## src/rtl/atten_prog_pkg.sv

```systemverilog
package atten_prog_pkg;

   typedef enum logic [2:0] {
      ST_IDLE,
      ST_SLOW,
      ST_SHIGH,
      ST_SGAP,
      ST_STROBE,
      ST_PSETUP,
      ST_PHOLD,
      ST_WAIT
   } ap_state_e;

   // round a time up to whole clock cycles, never less than one
   function automatic int unsigned to_cycles(input int unsigned t_ps, input int unsigned clk_ps);
      int unsigned r;
      r = (t_ps + clk_ps - 1) / clk_ps;
      return (r == 0) ? 1 : r;
   endfunction

   function automatic int unsigned umax(input int unsigned a, input int unsigned b);
      return (a > b) ? a : b;
   endfunction

endpackage

```

## src/rtl/atten_tick_timer.sv

```systemverilog
module atten_tick_timer #(
   parameter int unsigned TW = 8
) (
   input  logic          clk,
   input  logic          rst_n,
   input  logic          load,
   input  logic [TW-1:0] load_val,
   output logic          expired
);
   logic [TW-1:0] cnt;

   always_ff @(posedge clk or negedge rst_n) begin
      if (!rst_n)            cnt <= '0;
      else if (load)         cnt <= load_val;
      else if (cnt != '0)    cnt <= cnt - 1'b1;
   end

   assign expired = (cnt == '0);
endmodule

```

## src/rtl/atten_bit_shifter.sv

```systemverilog
module atten_bit_shifter #(
   parameter int unsigned W = 6
) (
   input  logic         clk,
   input  logic         rst_n,
   input  logic         load,
   input  logic [W-1:0] load_val,
   input  logic         shift,
   input  logic         clear,
   output logic         msb
);
   logic [W-1:0] sr;

   always_ff @(posedge clk or negedge rst_n) begin
      if (!rst_n)        sr <= '0;
      else if (load)     sr <= load_val;
      else if (clear)    sr <= '0;
      else if (shift)    sr <= {sr[W-2:0], 1'b0};
   end

   assign msb = sr[W-1];
endmodule

```

## src/rtl/atten_prog.sv

```systemverilog
module atten_prog
   import atten_prog_pkg::*;
#(
   parameter int unsigned CODE_W     = 6,
   parameter int unsigned CLK_PS     = 8000,
   parameter int unsigned CLKH_PS    = 30000,
   parameter int unsigned CLKL_PS    = 30000,
   parameter int unsigned CLKPER_PS  = 100000,
   parameter int unsigned DSU_PS     = 10000,
   parameter int unsigned DHD_PS     = 10000,
   parameter int unsigned LESU_PS    = 10000,
   parameter int unsigned SLEPW_PS   = 30000,
   parameter int unsigned PSU_PS     = 10000,
   parameter int unsigned PLEPW_PS   = 10000,
   parameter int unsigned PHD_PS     = 10000,
   parameter int unsigned HOLDOFF_PS = 40000000
) (
   input  logic              clk,
   input  logic              rst_n,
   input  logic              cmd_valid,
   output logic              cmd_ready,
   input  logic [CODE_W-1:0] cmd_code,
   input  logic              cmd_serial,
   input  logic              holdoff_en,
   output logic              ser_data,
   output logic              ser_clk,
   output logic              latch_en,
   output logic [CODE_W-1:0] par_code
);
   localparam int unsigned HI_CYC   = umax(to_cycles(CLKH_PS, CLK_PS), to_cycles(DHD_PS, CLK_PS));
   localparam int unsigned PER_CYC  = to_cycles(CLKPER_PS, CLK_PS);
   localparam int unsigned LO_CYC   = umax(umax(to_cycles(CLKL_PS, CLK_PS), to_cycles(DSU_PS, CLK_PS)),
                                           (PER_CYC > HI_CYC) ? PER_CYC - HI_CYC : 1);
   localparam int unsigned GAP_CYC  = to_cycles(LESU_PS, CLK_PS);
   localparam int unsigned SLE_CYC  = to_cycles(SLEPW_PS, CLK_PS);
   localparam int unsigned PSU_CYC  = to_cycles(PSU_PS, CLK_PS);
   localparam int unsigned PLE_CYC  = to_cycles(PLEPW_PS, CLK_PS);
   localparam int unsigned PHD_CYC  = to_cycles(PHD_PS, CLK_PS);
   localparam int unsigned HOLD_CYC = to_cycles(HOLDOFF_PS, CLK_PS);
   localparam int unsigned MAX_CYC  = umax(umax(umax(HI_CYC, LO_CYC), umax(GAP_CYC, SLE_CYC)),
                                           umax(umax(PSU_CYC, PLE_CYC), umax(PHD_CYC, HOLD_CYC)));
   localparam int unsigned TW       = $clog2(MAX_CYC + 1);
   localparam int unsigned BW       = $clog2(CODE_W);

   if (CODE_W < 2) begin : g_bad_width
      $error("atten_prog: CODE_W must be at least 2");
   end
   if (CLK_PS == 0) begin : g_bad_clk
      $error("atten_prog: CLK_PS must be nonzero");
   end

   ap_state_e      st, nxt;
   logic           tmr_load, tmr_exp;
   logic [TW-1:0]  tmr_val;
   logic           sh_load, sh_shift, sh_clr, par_load;
   logic [BW-1:0]  bit_idx;
   logic           mode_par_q, hold_q, hold_take;
   logic           sclk_q, le_q;
   logic [CODE_W-1:0] par_q;

   // holdoff variant: removed entirely when the spacing parameter is zero
   if (HOLDOFF_PS == 0) begin : g_no_hold
      logic unused_hold;
      assign unused_hold = holdoff_en;
      assign hold_take   = 1'b0;
   end else begin : g_hold
      assign hold_take = holdoff_en;
   end

   atten_tick_timer #(.TW(TW)) u_timer (
      .clk(clk), .rst_n(rst_n), .load(tmr_load), .load_val(tmr_val), .expired(tmr_exp)
   );

   atten_bit_shifter #(.W(CODE_W)) u_shift (
      .clk(clk), .rst_n(rst_n), .load(sh_load), .load_val(cmd_code),
      .shift(sh_shift), .clear(sh_clr), .msb(ser_data)
   );

   always_comb begin
      nxt      = st;
      tmr_load = 1'b0;
      tmr_val  = '0;
      sh_load  = 1'b0;
      sh_shift = 1'b0;
      sh_clr   = 1'b0;
      par_load = 1'b0;
      unique case (st)
         ST_IDLE: if (cmd_valid) begin
            tmr_load = 1'b1;
            if (cmd_serial) begin
               nxt = ST_SLOW; tmr_val = TW'(LO_CYC - 1); sh_load = 1'b1;
            end else begin
               nxt = ST_PSETUP; tmr_val = TW'(PSU_CYC - 1); par_load = 1'b1;
            end
         end
         ST_SLOW: if (tmr_exp) begin
            nxt = ST_SHIGH; tmr_load = 1'b1; tmr_val = TW'(HI_CYC - 1);
         end
         ST_SHIGH: if (tmr_exp) begin
            tmr_load = 1'b1;
            if (bit_idx == '0) begin
               nxt = ST_SGAP; tmr_val = TW'(GAP_CYC - 1);
            end else begin
               nxt = ST_SLOW; tmr_val = TW'(LO_CYC - 1); sh_shift = 1'b1;
            end
         end
         ST_SGAP: if (tmr_exp) begin
            nxt = ST_STROBE; tmr_load = 1'b1; tmr_val = TW'(SLE_CYC - 1);
         end
         ST_PSETUP: if (tmr_exp) begin
            nxt = ST_STROBE; tmr_load = 1'b1; tmr_val = TW'(PLE_CYC - 1);
         end
         ST_STROBE: if (tmr_exp) begin
            tmr_load = 1'b1;
            if (mode_par_q) begin
               nxt = ST_PHOLD; tmr_val = TW'(PHD_CYC - 1);
            end else begin
               sh_clr  = 1'b1;
               nxt     = hold_q ? ST_WAIT : ST_IDLE;
               tmr_val = TW'(HOLD_CYC - 1);
            end
         end
         ST_PHOLD: if (tmr_exp) begin
            nxt = hold_q ? ST_WAIT : ST_IDLE; tmr_load = 1'b1; tmr_val = TW'(HOLD_CYC - 1);
         end
         ST_WAIT: if (tmr_exp) nxt = ST_IDLE;
         default: nxt = ST_IDLE;
      endcase
   end

   always_ff @(posedge clk or negedge rst_n) begin
      if (!rst_n) begin
         st         <= ST_IDLE;
         sclk_q     <= 1'b0;
         le_q       <= 1'b0;
         par_q      <= '0;
         bit_idx    <= '0;
         mode_par_q <= 1'b0;
         hold_q     <= 1'b0;
      end else begin
         st     <= nxt;
         sclk_q <= (nxt == ST_SHIGH);
         le_q   <= (nxt == ST_STROBE);
         if (par_load) par_q <= cmd_code;
         if (st == ST_IDLE && cmd_valid) begin
            mode_par_q <= ~cmd_serial;
            hold_q     <= hold_take;
            bit_idx    <= BW'(CODE_W - 1);
         end else if (sh_shift) begin
            bit_idx <= bit_idx - 1'b1;
         end
      end
   end

   assign cmd_ready = (st == ST_IDLE);
   assign ser_clk   = sclk_q;
   assign latch_en  = le_q;
   assign par_code  = par_q;
endmodule

```

## config.mk

```make
export PLATFORM = sky130hd
export DESIGN_NAME = atten_prog
export DESIGN_NICKNAME = d
export VERILOG_FILES = /design/src/rtl/atten_prog_pkg.sv /design/src/rtl/atten_tick_timer.sv /design/src/rtl/atten_bit_shifter.sv /design/src/rtl/atten_prog.sv
export SDC_FILE = /design/constraint.sdc
export NUM_CORES = 1
export LEC_CHECK = 0
export ABC_AREA = 0
export BUFFER_PORTS_ARGS = -buffer_cell sky130_fd_sc_hd__buf_4
export CAP_MARGIN = 30
export CORE_ASPECT_RATIO = 1.2
export CORE_UTILIZATION = 57
export CTS_BUF_LIST = sky130_fd_sc_hd__clkbuf_4
export CTS_CLUSTER_DIAMETER = 80
export DETAILED_ROUTE_END_ITERATION = 6
export PLACE_DENSITY = 0.82
export SETUP_SLACK_MARGIN = 0.1
export SLEW_MARGIN = 25
export SYNTH_ARGS = -nofsm -noshare
export SYNTH_HDL_FRONTEND = slang
export SYNTH_SLANG_ARGS = --single-unit
export TNS_END_PERCENT = 20
```

## constraint.sdc

```tcl
create_clock -name clk -period 7 [get_ports clk]
set_clock_uncertainty 0.2 [all_clocks]
set_input_delay 1.4 -clock clk [delete_from_list [all_inputs] [get_ports clk]]
set_output_delay 1.4 -clock clk [all_outputs]
set_load 0.005 [all_outputs]
```

After elaboration in Yosys (flattened, before gate mapping)
Index checks and enable logic that the tools add are counted.
Cells by class
  $add $sub $neg: 2
  eq/ne operators: 9
  mux-type cells: 44
  bitwise gates (word level): 1
  reductions and logical operators: 11
Operators with widths (number)
  13-bit case mux with 6 select lines: 1
  13-bit two-way mux: 5
  3-bit two-way mux: 12
  3-bit case mux with 7 select lines: 1
  6-bit two-way mux: 3
  4-bit two-way mux: 4
  3-bit == test, second input constant: 5
  1-bit two-way mux: 15
  13-bit zero test: 1
  13-bit nonzero test: 1
  13-bit by 1-bit subtractor with 13-bit output, second input constant: 1
  3-bit by 2-bit == test with 1-bit output, second input constant: 3
  3-bit zero test: 2
  6-bit OR reduction: 1
  2-bit two-way mux: 2
  2-bit nonzero test: 2
  2-bit OR reduction: 2
  3-bit by 1-bit == test with 1-bit output, second input constant: 1
  3-bit nonzero test: 1
  3-bit by 1-bit subtractor with 3-bit output, second input constant: 1
  1-bit case mux with 2 select lines: 1
  1-bit logical AND: 1
  1-bit NOT: 1
Word-level totals
  register bits: 35
  bits of input ports: 11
  output and inout bits: 10
  logic and storage cells: 76

Longest topological paths before layout
Gate-level depths: netlist (run 1).
  depth in word-level cells: 7
  depth in mapped cells: 8
  mapped depth without buffers: 7

By module
A second synthesis (run 1) with hierarchy kept.
Unflattened totals
  cell total of the unflattened synthesis: 195
  area total of the unflattened synthesis: 1929.4 sq um
Modules (own cells, without submodules)
  atten_prog: times used 1, cells an instance 87, area each 885.8 sq um, sequential area each 400.4 sq um
  atten_tick_timer: times used 1, cells an instance 82, area each 767.0 sq um, sequential area each 325.3 sq um
  atten_bit_shifter: times used 1, cells an instance 26, area each 276.5 sq um, sequential area each 150.1 sq um

Least setup slack after synthesis (run 1)
Ideal clock, no wire load.
  path type: input to register
  start: in cmd_valid
  end: reg par_q[0], in the netlist par_code[0]
  library setup time: 0.125 ns
  data arrival time: 2.459 ns
  required time: 6.675 ns
  setup slack: 4.216 ns
  stages: 4
  buffers on the path: 1
  path through: or4b_1 > buf_2 > nor2_4 > mux2_2
Between the ends
  longest elaborated chain between the ends: 2
Ends and longest elaborated chain
  start: declaration: line atten_prog.sv:20  | input logic cmd_valid,
  1-bit two-way mux: line atten_prog.sv:88  | ST_IDLE: if (cmd_valid) begin
  1-bit two-way mux: line atten_prog.sv:87  | unique case (st)
  end signal: assignment: line atten_prog.sv:144  | if (par_load) par_q <= cmd_code;
  end: declaration: line atten_prog.sv:59  | logic [CODE_W-1:0] par_q;
Every way passes these cells.
A chain may end at the register's enable or synchronous reset.

Worst setup path in the final report (run 1)
  start: reg u_timer.cnt[0]
  end: reg bit_idx[1]
Between the ends
  longest elaborated chain between the ends: 4
Ends and longest elaborated chain
  start: declaration: line atten_tick_timer.sv:10  | logic [TW-1:0] cnt;
  start signal: assignment: line atten_tick_timer.sv:14  | else if (load) cnt <= load_val;
  start signal: assignment: line atten_tick_timer.sv:15  | else if (cnt != '0) cnt <= cnt - 1'b1;
  13-bit zero test: line atten_tick_timer.sv:18  | assign expired = (cnt == '0);
  1-bit two-way mux: line atten_prog.sv:99  | ST_SHIGH: if (tmr_exp) begin
  1-bit two-way mux: line atten_prog.sv:87
  2-bit nonzero test (no source line)
  end signal: assignment: line atten_prog.sv:148  | bit_idx <= BW'(CODE_W - 1);
  end signal: assignment: line atten_prog.sv:150  | bit_idx <= bit_idx - 1'b1;
  end: declaration: line atten_prog.sv:56  | logic [BW-1:0] bit_idx;
Every way passes these cells.

==> flow_summary.ini, run 1 <==
[clock_network]
clockBufferDepth = 2
postCtsSetupBuffers = 0
cts_resized = 0
cts-root-buf = clkbuf_4
numCtsBuffers = 5
h-tree-depth = 2
cts_num_sinks = 35
clock_latency_ns = 0.34
ctsHoldBuffers = 0
clk_pin_slew_ns = 0.10
cts_tree = yes

[setup_path]
arrival_ns = 3.06
critPathRequiredTime_ns = 7.08
cp_max_fo = 11
critPathCaptureType = register
r2r_cells = 7
start_kind = register
critical_path_class = register to register

[power_and_ir_drop]
vdd_drop_max_v = 0.000257
p_leak_uw = 0.000927
p_per_area_mw_per_mm2 = 231

[synthesis]
synthFlopType = dfrtp_1
synth_most_common_cell = dfrtp_1
yosys_warnings = 0
synth_edf_count = 0
ys_types = 48
synthTopCellsByCount = 35 x dfrtp_1, 22 x nand2_1, 13 x nor2_1
synth_top_cell_by_area = dfrtp_1
syn_area_per_cell_sq_um = 10.4
yosysTopAreaCellShare = 0.481
synth.ff_latch_count = 35
syn_inst = 175
syn_nets = 189
netlist_area_sq_mm = 0.00182
synth_area_leaders = dfrtp_1 48%, nand2_1 4.5%, mux2_2 4.3%, xnor2_1 2.9%, mux2i_1 2.7%
seq_area_frac_synth = 0.481
async_reset_ff_frac = 1.00

[detailed_routing]
num_vias = 1367
dr.pass1.iters = 4
dr.first_iter.drc_count = 39
routed_via_density = 5.89
wl_met1_mm = 1.49
route.met3.wl_um = 154
totalWireLength_mm = 3.65
highest_layer = met4
routedWlPerCell_um = 15.7
ant_nets = 0
drc = 0
wl_met2_mm = 1.94

[place]
port_buffers = 20
dp.final_hpwl_mm = 2.67
dp_slack_ns = 3.97
place_congestion = 0.808

[sta]
hold_viol_final = 0
fmax_ghz = 0.335
fin_crit_ns = 2.99
slew_viol_final = 0
rsz0062_at_grt = false
setup_viol = 0
worst_pin_slew_ns = 0.875
relSlewSlack = 0.413
fin_tns_setup_ns = 0
fin_crit_sh = 0.427
worst_slack_ns = 4.01

[finish]
n_antenna_cell = 0
nets = 209
utilization = 0.673
drive_gt1_frac = 0.235
area_delta_synth_final_pct = 12.8

[outcome]
status = finished, final reports clean

[hold_path]
hold_depth = 1
hold_class = register to register

[floorplan]
pin_count = 21
die_h_um = 63.9
start_util = 0.596
fp.coreArea_sq_mm = 0.00306
die_area_sq_mm = 0.00343
num_rows = 22
die_w_um = 53.6

[grt]
first_global_vias = 1452
grt_overflow = 0
antenna_found_initial = 0
grtUsageTotal = 0.266
grt_pass1_wl_mm = 6.39
grt_start_max_net_pins = 36

[job]
max-cap-violations = 0
-- through the flow --
stage          std cells  total power, uW  area, sq um  hold slack [ns]
3_3_place_gp         224              332         1980            0.298
5_1_grt              232              508         2060            0.355
3_5_place_dp         224              339         1980            0.305
2_1_floorplan        175              311         1820            0.268
4_1_cts              232              480         2060            0.329
6_report             232              475         2060            0.326
-- per-layer routing --
metal	GRT usage	up-vias
li1	-	658
met1	0.300	663
met2	0.444	41
met3	0.0881	5
met4	0.115	0
met5	0	-
-- report_power, final --
| part | total, uW | switching (uW) | internal [uW] |
|---|---|---|---|
| logic | 70.5 | 34.3 | 36.2 |
| registers | 264 | 36.2 | 227 |
| clock network | 141 | 67.4 | 73.4 |
-- layout make-up --
class	count	area, sq um
tap	36	45.0
inverter	7	26.3
timing repair buffer	20	150
clock buffer	5	37.5
clock inverter	3	38.8
fill	249	1000
multi-input combinational	126	882
sequential	35	876
-- state kept, by name (all words and copies together) (netlist names) --
register,count
bit_idx,3
hold_q,1
latch_en,1
mode_par_q,1
par_code,6
ser_clk,1
st,3
u_shift.sr,6
u_timer.cnt,13
-- cell usage in the layout, fill, tap and decap left out, types with 4 or more instances in the layout --
| cell | instances |
|---|---|
| a21oi_1 | 5 |
| buf_4 | 20 |
| clkbuf_4 | 5 |
| dfrtp_1 | 35 |
| inv_1 | 7 |
| mux2_2 | 7 |
| mux2i_1 | 5 |
| nand2_1 | 22 |
| nor2_1 | 13 |
| nor3_1 | 5 |
| o21ai_0 | 7 |
| o21ai_1 | 5 |
| or3_1 | 4 |
| xnor2_1 | 6 |
-- kinds of logic (layout without fill, tap and decap cells) --
group,after synthesis,in the layout,synth area share
buffers and inverters,14,35,0.0350
AND/OR/NAND/NOR,74,74,0.250
multiplexers,12,12,0.0707
AO/OA/AOI/OAI,28,28,0.0996
XOR/XNOR,9,9,0.0433
adder cells (fa/ha/maj),3,3,0.0206
flip-flops,35,35,0.481
-- critical path, stage by stage (launching register included) --
cell,delay [ns]
dfrtp_1,0.44
inv_1,0.08
ha_1,0.17
nor3b_2,0.49
nand4b_4,0.27
nor3_2,0.79
mux2_2,0.41
nor2_1,0.08
-- final timing paths --
| path | start | end | slack [ns] |
|---|---|---|---|
| max in group asynchronous | rst_n | latch_en | 5.50 |
| min | par_code[3] | par_code[3] | 0.33 |
| min in group asynchronous | rst_n | u_timer.cnt[9] | 0.79 |
| max reg2reg | u_timer.cnt[0] | bit_idx[1] | 4.01 |
| min reg2reg | par_code[3] | par_code[3] | 0.33 |
| max | u_timer.cnt[0] | bit_idx[1] | 4.01 |
Power figures use the tool's default switching activity.
==> run 2, diff against run 1 <==
CORE_UTILIZATION = 54   (was 57)
clock period = 2.48 ns   (was 7 ns; I/O delays follow)
==> flow_summary.ini, run 2 (synthesis results as in run 1) <==
[detailed_routing]
dr.pass1.iters = 4
routed_via_density = 5.88
drc = 0
ant_nets = 0
num_vias = 1417
totalWireLength_mm = 3.69
routedWlPerCell_um = 15.3
dr.first_iter.drc_count = 50

[sta]
hold_viol_final = 0
worst_slack_ns = 0.183
fin_crit_sh = 0.926
fin_tns_setup_ns = 0
setup_viol = 0
slew_viol_final = 0
fin_crit_ns = 2.30
fmax_ghz = 0.435
relSlewSlack = 0.709
rsz0062_at_grt = true
worst_pin_slew_ns = 0.437

[job]
max-cap-violations = 0

[finish]
largest-register = u_timer.cnt
layout_common_cells = 35 x dfrtp_1, 28 x buf_4, 22 x nand2_1
nFillCells = 243
area_delta_synth_final_pct = 16.4
layout_commonest_cell = dfrtp_1
drive_gt1_frac = 0.273
nets = 218
largest_reg_flops = 13
n_antenna_cell = 0

[clock_network]
cts_tree = yes
clk_pin_slew_ns = 0.12
cts_num_sinks = 35
clock_latency_ns = 0.36
numCtsBuffers = 5
clockBufferDepth = 2
h-tree-depth = 2
cts-root-buf = clkbuf_4

[floorplan]
fp.coreArea_sq_mm = 0.00314
start_util = 0.581
pin_count = 21
die_area_sq_mm = 0.00361
die_w_um = 55.0
die_h_um = 65.6
num_rows = 22

[setup_path]
critPathCaptureType = register
start_kind = register
arrival_ns = 2.39
cp_max_fo = 8
critPathRequiredTime_ns = 2.57
reg2reg_to = bit_idx[1]
timing.rr.start = u_timer.cnt[0]
r2r_setup_slack_ns = 0.18
critical_path_class = register to register
r2r_cells = 8

[place]
place_congestion = 0.851
dp_slack_ns = 0.141
port_buffers = 20
dp.final_hpwl_mm = 2.58

[grt]
grtUsageTotal = 0.245
grt_start_max_net_pins = 36
first_global_vias = 1404
grt_overflow = 0
antenna_found_initial = 0
grt_pass1_wl_mm = 6.18

[hold_path]
hold_depth = 3
hold_class = primary input to register
min_to = hold_q
min_from = holdoff_en

[power_and_ir_drop]
p_leak_uw = 0.000962
vdd_drop_max_v = 0.000639
p_per_area_mw_per_mm2 = 609

[outcome]
status = finished, final reports clean
[run 2: cell count changes in the layout (fill, tap and decap cells not counted)]
cell / previous run / this run
bufinv_16: 1 / 0
buf_4: 20 / 28
clkinv_1: 1 / 0
and4b_1: 1 / 0
nor3b_2: 1 / 0
nor3_2: 1 / 0
clkinvlp_4: 0 / 2
and4b_2: 0 / 1
dlygate4sd3_1: 0 / 1
nor3_4: 0 / 1
nor3b_4: 0 / 1
[run 2: metal layers]
layer	up-vias	GRT usage	routed length (um)
met2	36	0.401	1890
li1	680	-	-
met3	6	0.0648	171
met1	695	0.293	1570
met5	-	0	0
met4	0	0.106	64
[run 2: through the flow]
stage	hold WS, ns	instance area (sq um)	total power, uW	instances	util
floorplan	0.000409	1820	877	175	-
global placement	0.268	2020	944	230	0.645
detailed placement	0.274	2020	969	230	0.645
CTS	0.123	2100	1290	239	0.669
global route	0.132	2120	1360	241	0.676
finish	0.125	2120	1290	241	0.676
[run 2: cell type report]
type	count	area, sq um	area share
Clock buffer	5	37.5	0.0177
Clock inverter	3	20.0	0.00944
Inverter	7	26.3	0.0124
Multi-Input combinational cell	126	896	0.422
Sequential cell	35	876	0.413
Tap cell	36	45.0	0.0212
Timing Repair Buffer	29	220	0.104
[run 2: worst max-delay path by stage]
stage / cells past startpoint / to / start / slack [ns]
CTS: 8 / latch_en / u_timer.cnt[0] / 0.12
global route: 8 / latch_en / u_timer.cnt[0] / 0.08
floorplan: 7 / u_shift.sr[1] / u_timer.cnt[0] / 0.23
finish: 8 / bit_idx[1] / u_timer.cnt[0] / 0.18
global placement: 6 / bit_idx[1] / u_timer.cnt[7] / 0.24
detailed placement: 8 / latch_en / u_timer.cnt[0] / 0.14
[run 2: repair_timing]
action / CTS / global route
endpoints found under the setup margin: 1 / 10
resized for setup: 1 / 2
hold endpoints to repair: 35 / 0
hold buffers: 1 / 0
buffers inserted: 0 / 2
[run 2: critical path: stages, from the launching register on]
cell	delay, ns
dfrtp_1	0.44
inv_1	0.08
ha_1	0.18
nor3b_4	0.25
nand4b_4	0.22
nor3_4	0.27
buf_4	0.17
mux2_2	0.32
nor2_1	0.08
[run 2: power by group]
group	internal (uW)	leakage, uW	total, uW	switching (uW)
Sequential	642	0.000416	749	107
Clock	108	0.0000272	324	216
Combinational	116	0.000519	219	103
Total	865	0.000962	1290	426
==> run 3, diff against run 2 <==
CORE_UTILIZATION = 57   (was 54)
clock period = 2.4 ns   (was 2.48 ns; I/O delays follow)
==> flow_summary.ini, run 3 (synthesis results as in run 1) <==
[finish]
largest-register = u_timer.cnt
layout_commonest_cell = buf_4
drive_gt1_frac = 0.307
area_delta_synth_final_pct = 22.0
n_antenna_cell = 0
stdcell_area_sq_mm = 0.00222
nets = 229
layout_common_cells = 36 x buf_4, 35 x dfrtp_1, 22 x nand2_1
largest_reg_flops = 13

[sta]
setup_viol = 0
rsz0062_at_grt = true
slew_viol_final = 0
fin_crit_ns = 2.23
relSlewSlack = 0.700
fin_tns_setup_ns = 0
hold_viol_final = 0
worst_hold_slack_ns = 0.132
worst_pin_slew_ns = 0.447
fin_crit_sh = 0.931
fmax_ghz = 0.448

[power_and_ir_drop]
p_switching_uw = 415
p_per_area_mw_per_mm2 = 595
pwr-share-comb = 0.196
vdd_drop_max_v = 0.000606
p_int_uw = 908
power_frac_seq = 0.584
p_clk_frac = 0.221
p_leak_uw = 0.00103
sw_frac_of_total = 0.314
totalPowerFinal_uw = 1320

[detailed_routing]
dr.pass1.iters = 4
totalWireLength_mm = 4.01
routedWlPerCell_um = 16.0
dr.first_iter.drc_count = 54
ant_nets = 0
num_vias = 1468
drc = 0
routed_via_density = 5.85

[place]
port_buffers = 20
dp.final_hpwl_mm = 2.81
place_congestion = 0.841
placed_cell_area_sq_mm = 0.00204

[setup_path]
start_kind = register
startpoint = u_timer.cnt[0]
critPathCapture = u_timer.cnt[11]
timing.rr.start = u_timer.cnt[0]
crit_chain = inv_1, ha_1, nor3b_4, buf_6, and4b_4, buf_4, or4_1, a21oi_1
r2r_setup_slack_ns = 0.17
reg2reg_to = u_timer.cnt[11]
critical_path_class = register to register
cp_slowest_cell = or4_1
r2r_cells = 8
arrival_ns = 2.31
critPathRequiredTime_ns = 2.47
cp_max_fo = 7
cpPeakStageDelay_ns = 0.48
critPathCaptureType = register

[job]
max-cap-violations = 0

[clock_network]
clock_latency_ns = 0.34
h-tree-depth = 2
cts_tree = yes
clk_pin_slew_ns = 0.10
numCtsBuffers = 5
cts-root-buf = clkbuf_4
cts_num_sinks = 35
clockBufferDepth = 2

[hold_path]
hold_class = primary input to register

[grt]
first_global_vias = 1490
grt_use_met2 = 0.470
busiest_layer = met2
grt_overflow = 0
grt.met3_usage = 0.0500
use_met1 = 0.279
antenna_found_initial = 0
grt_start_max_net_pins = 36
grt_pass1_wl_mm = 6.51
grtUsageTotal = 0.267

[outcome]
status = finished, final reports clean

[floorplan]
die_h_um = 63.9
die_area_sq_mm = 0.00343
start_util = 0.596
pin_count = 21
num_rows = 22
fp.coreArea_sq_mm = 0.00306
die_w_um = 53.6
==> run 3: cell count changes in the layout (fill, tap and decap cells not counted), sizes merged <==
cell | previous run | this run
clkinvlp | 2 | 0
nand4b | 1 | 2
clkinv | 1 | 2
buf | 28 | 38
==> run 3: repair_timing <==
| item | CTS | global route |
|---|---|---|
| hold buffers | 1 | 0 |
| pin swaps | 0 | 5 |
| gates resized for setup | 3 | 4 |
| endpoints found under the setup margin | 6 | 18 |
| buffers inserted | 0 | 10 |
| hold endpoints to repair | 35 | 0 |
| gates cloned | 0 | 1 |
==> run 3: area by class of cell <==
class | count | area, sq um
Tap cell | 36 | 45.0
Multi-Input combinational cell | 127 | 926
Sequential cell | 35 | 876
Clock inverter | 2 | 8.76
Timing Repair Buffer | 39 | 303
Inverter | 7 | 26.3
Fill cell | 215 | 833
Clock buffer | 5 | 37.5
==> run 3: per-stage QoR <==
step,cells,utilization,setup slack (ns)
2_1_floorplan,175,-,0.150
3_3_place_gp,232,0.667,0.137
3_5_place_dp,232,0.667,0.00107
4_1_cts,240,0.690,0.115
5_1_grt,251,0.727,0.0505
6_report,251,0.727,0.165
==> run 3: routing by layer <==
| layer | share of wire | up-vias |
|---|---|---|
| met2 | 0.55 | 31 |
| met4 | 0.022 | 0 |
| met5 | 0 | - |
| met3 | 0.032 | 12 |
| li1 | - | 700 |
| met1 | 0.39 | 725 |
==> run 3: worst min path at each step <==
| stage | startpoint | end | slack (ns) | depth (start not counted) |
|---|---|---|---|---|
| 2_1_floorplan | rst_n | bit_idx[0] | -0.02 | 0 |
| 3_3_place_gp | rst_n | u_timer.cnt[5] | 0.25 | 1 |
| 3_5_place_dp | rst_n | u_timer.cnt[7] | 0.26 | 1 |
| 4_1_cts | holdoff_en | hold_q | 0.12 | 3 |
| 5_1_grt | holdoff_en | hold_q | 0.12 | 3 |
| 6_report | holdoff_en | hold_q | 0.13 | 3 |
==> run 3: worst max-delay path: cells and delay by family, from the launching register on <==
family                     cells  cell delay, ns
AOI/OAI and AO/OA              1            0.15
adders and majority gates      1            0.23
buffers and inverters          3            0.34
DFF                            1            0.40
and+or+nand+nor                3            0.86
==> run 3: power groups by stage <==
stage                     combinational, uW  sequential, uW  clock [uW]
after global placement                  215             772           0
after global routing                    292             782         331
after floorplan                         147             759           0
final                                   259             772         292
after CTS                               231             772         300
after detailed placement                224             778           0
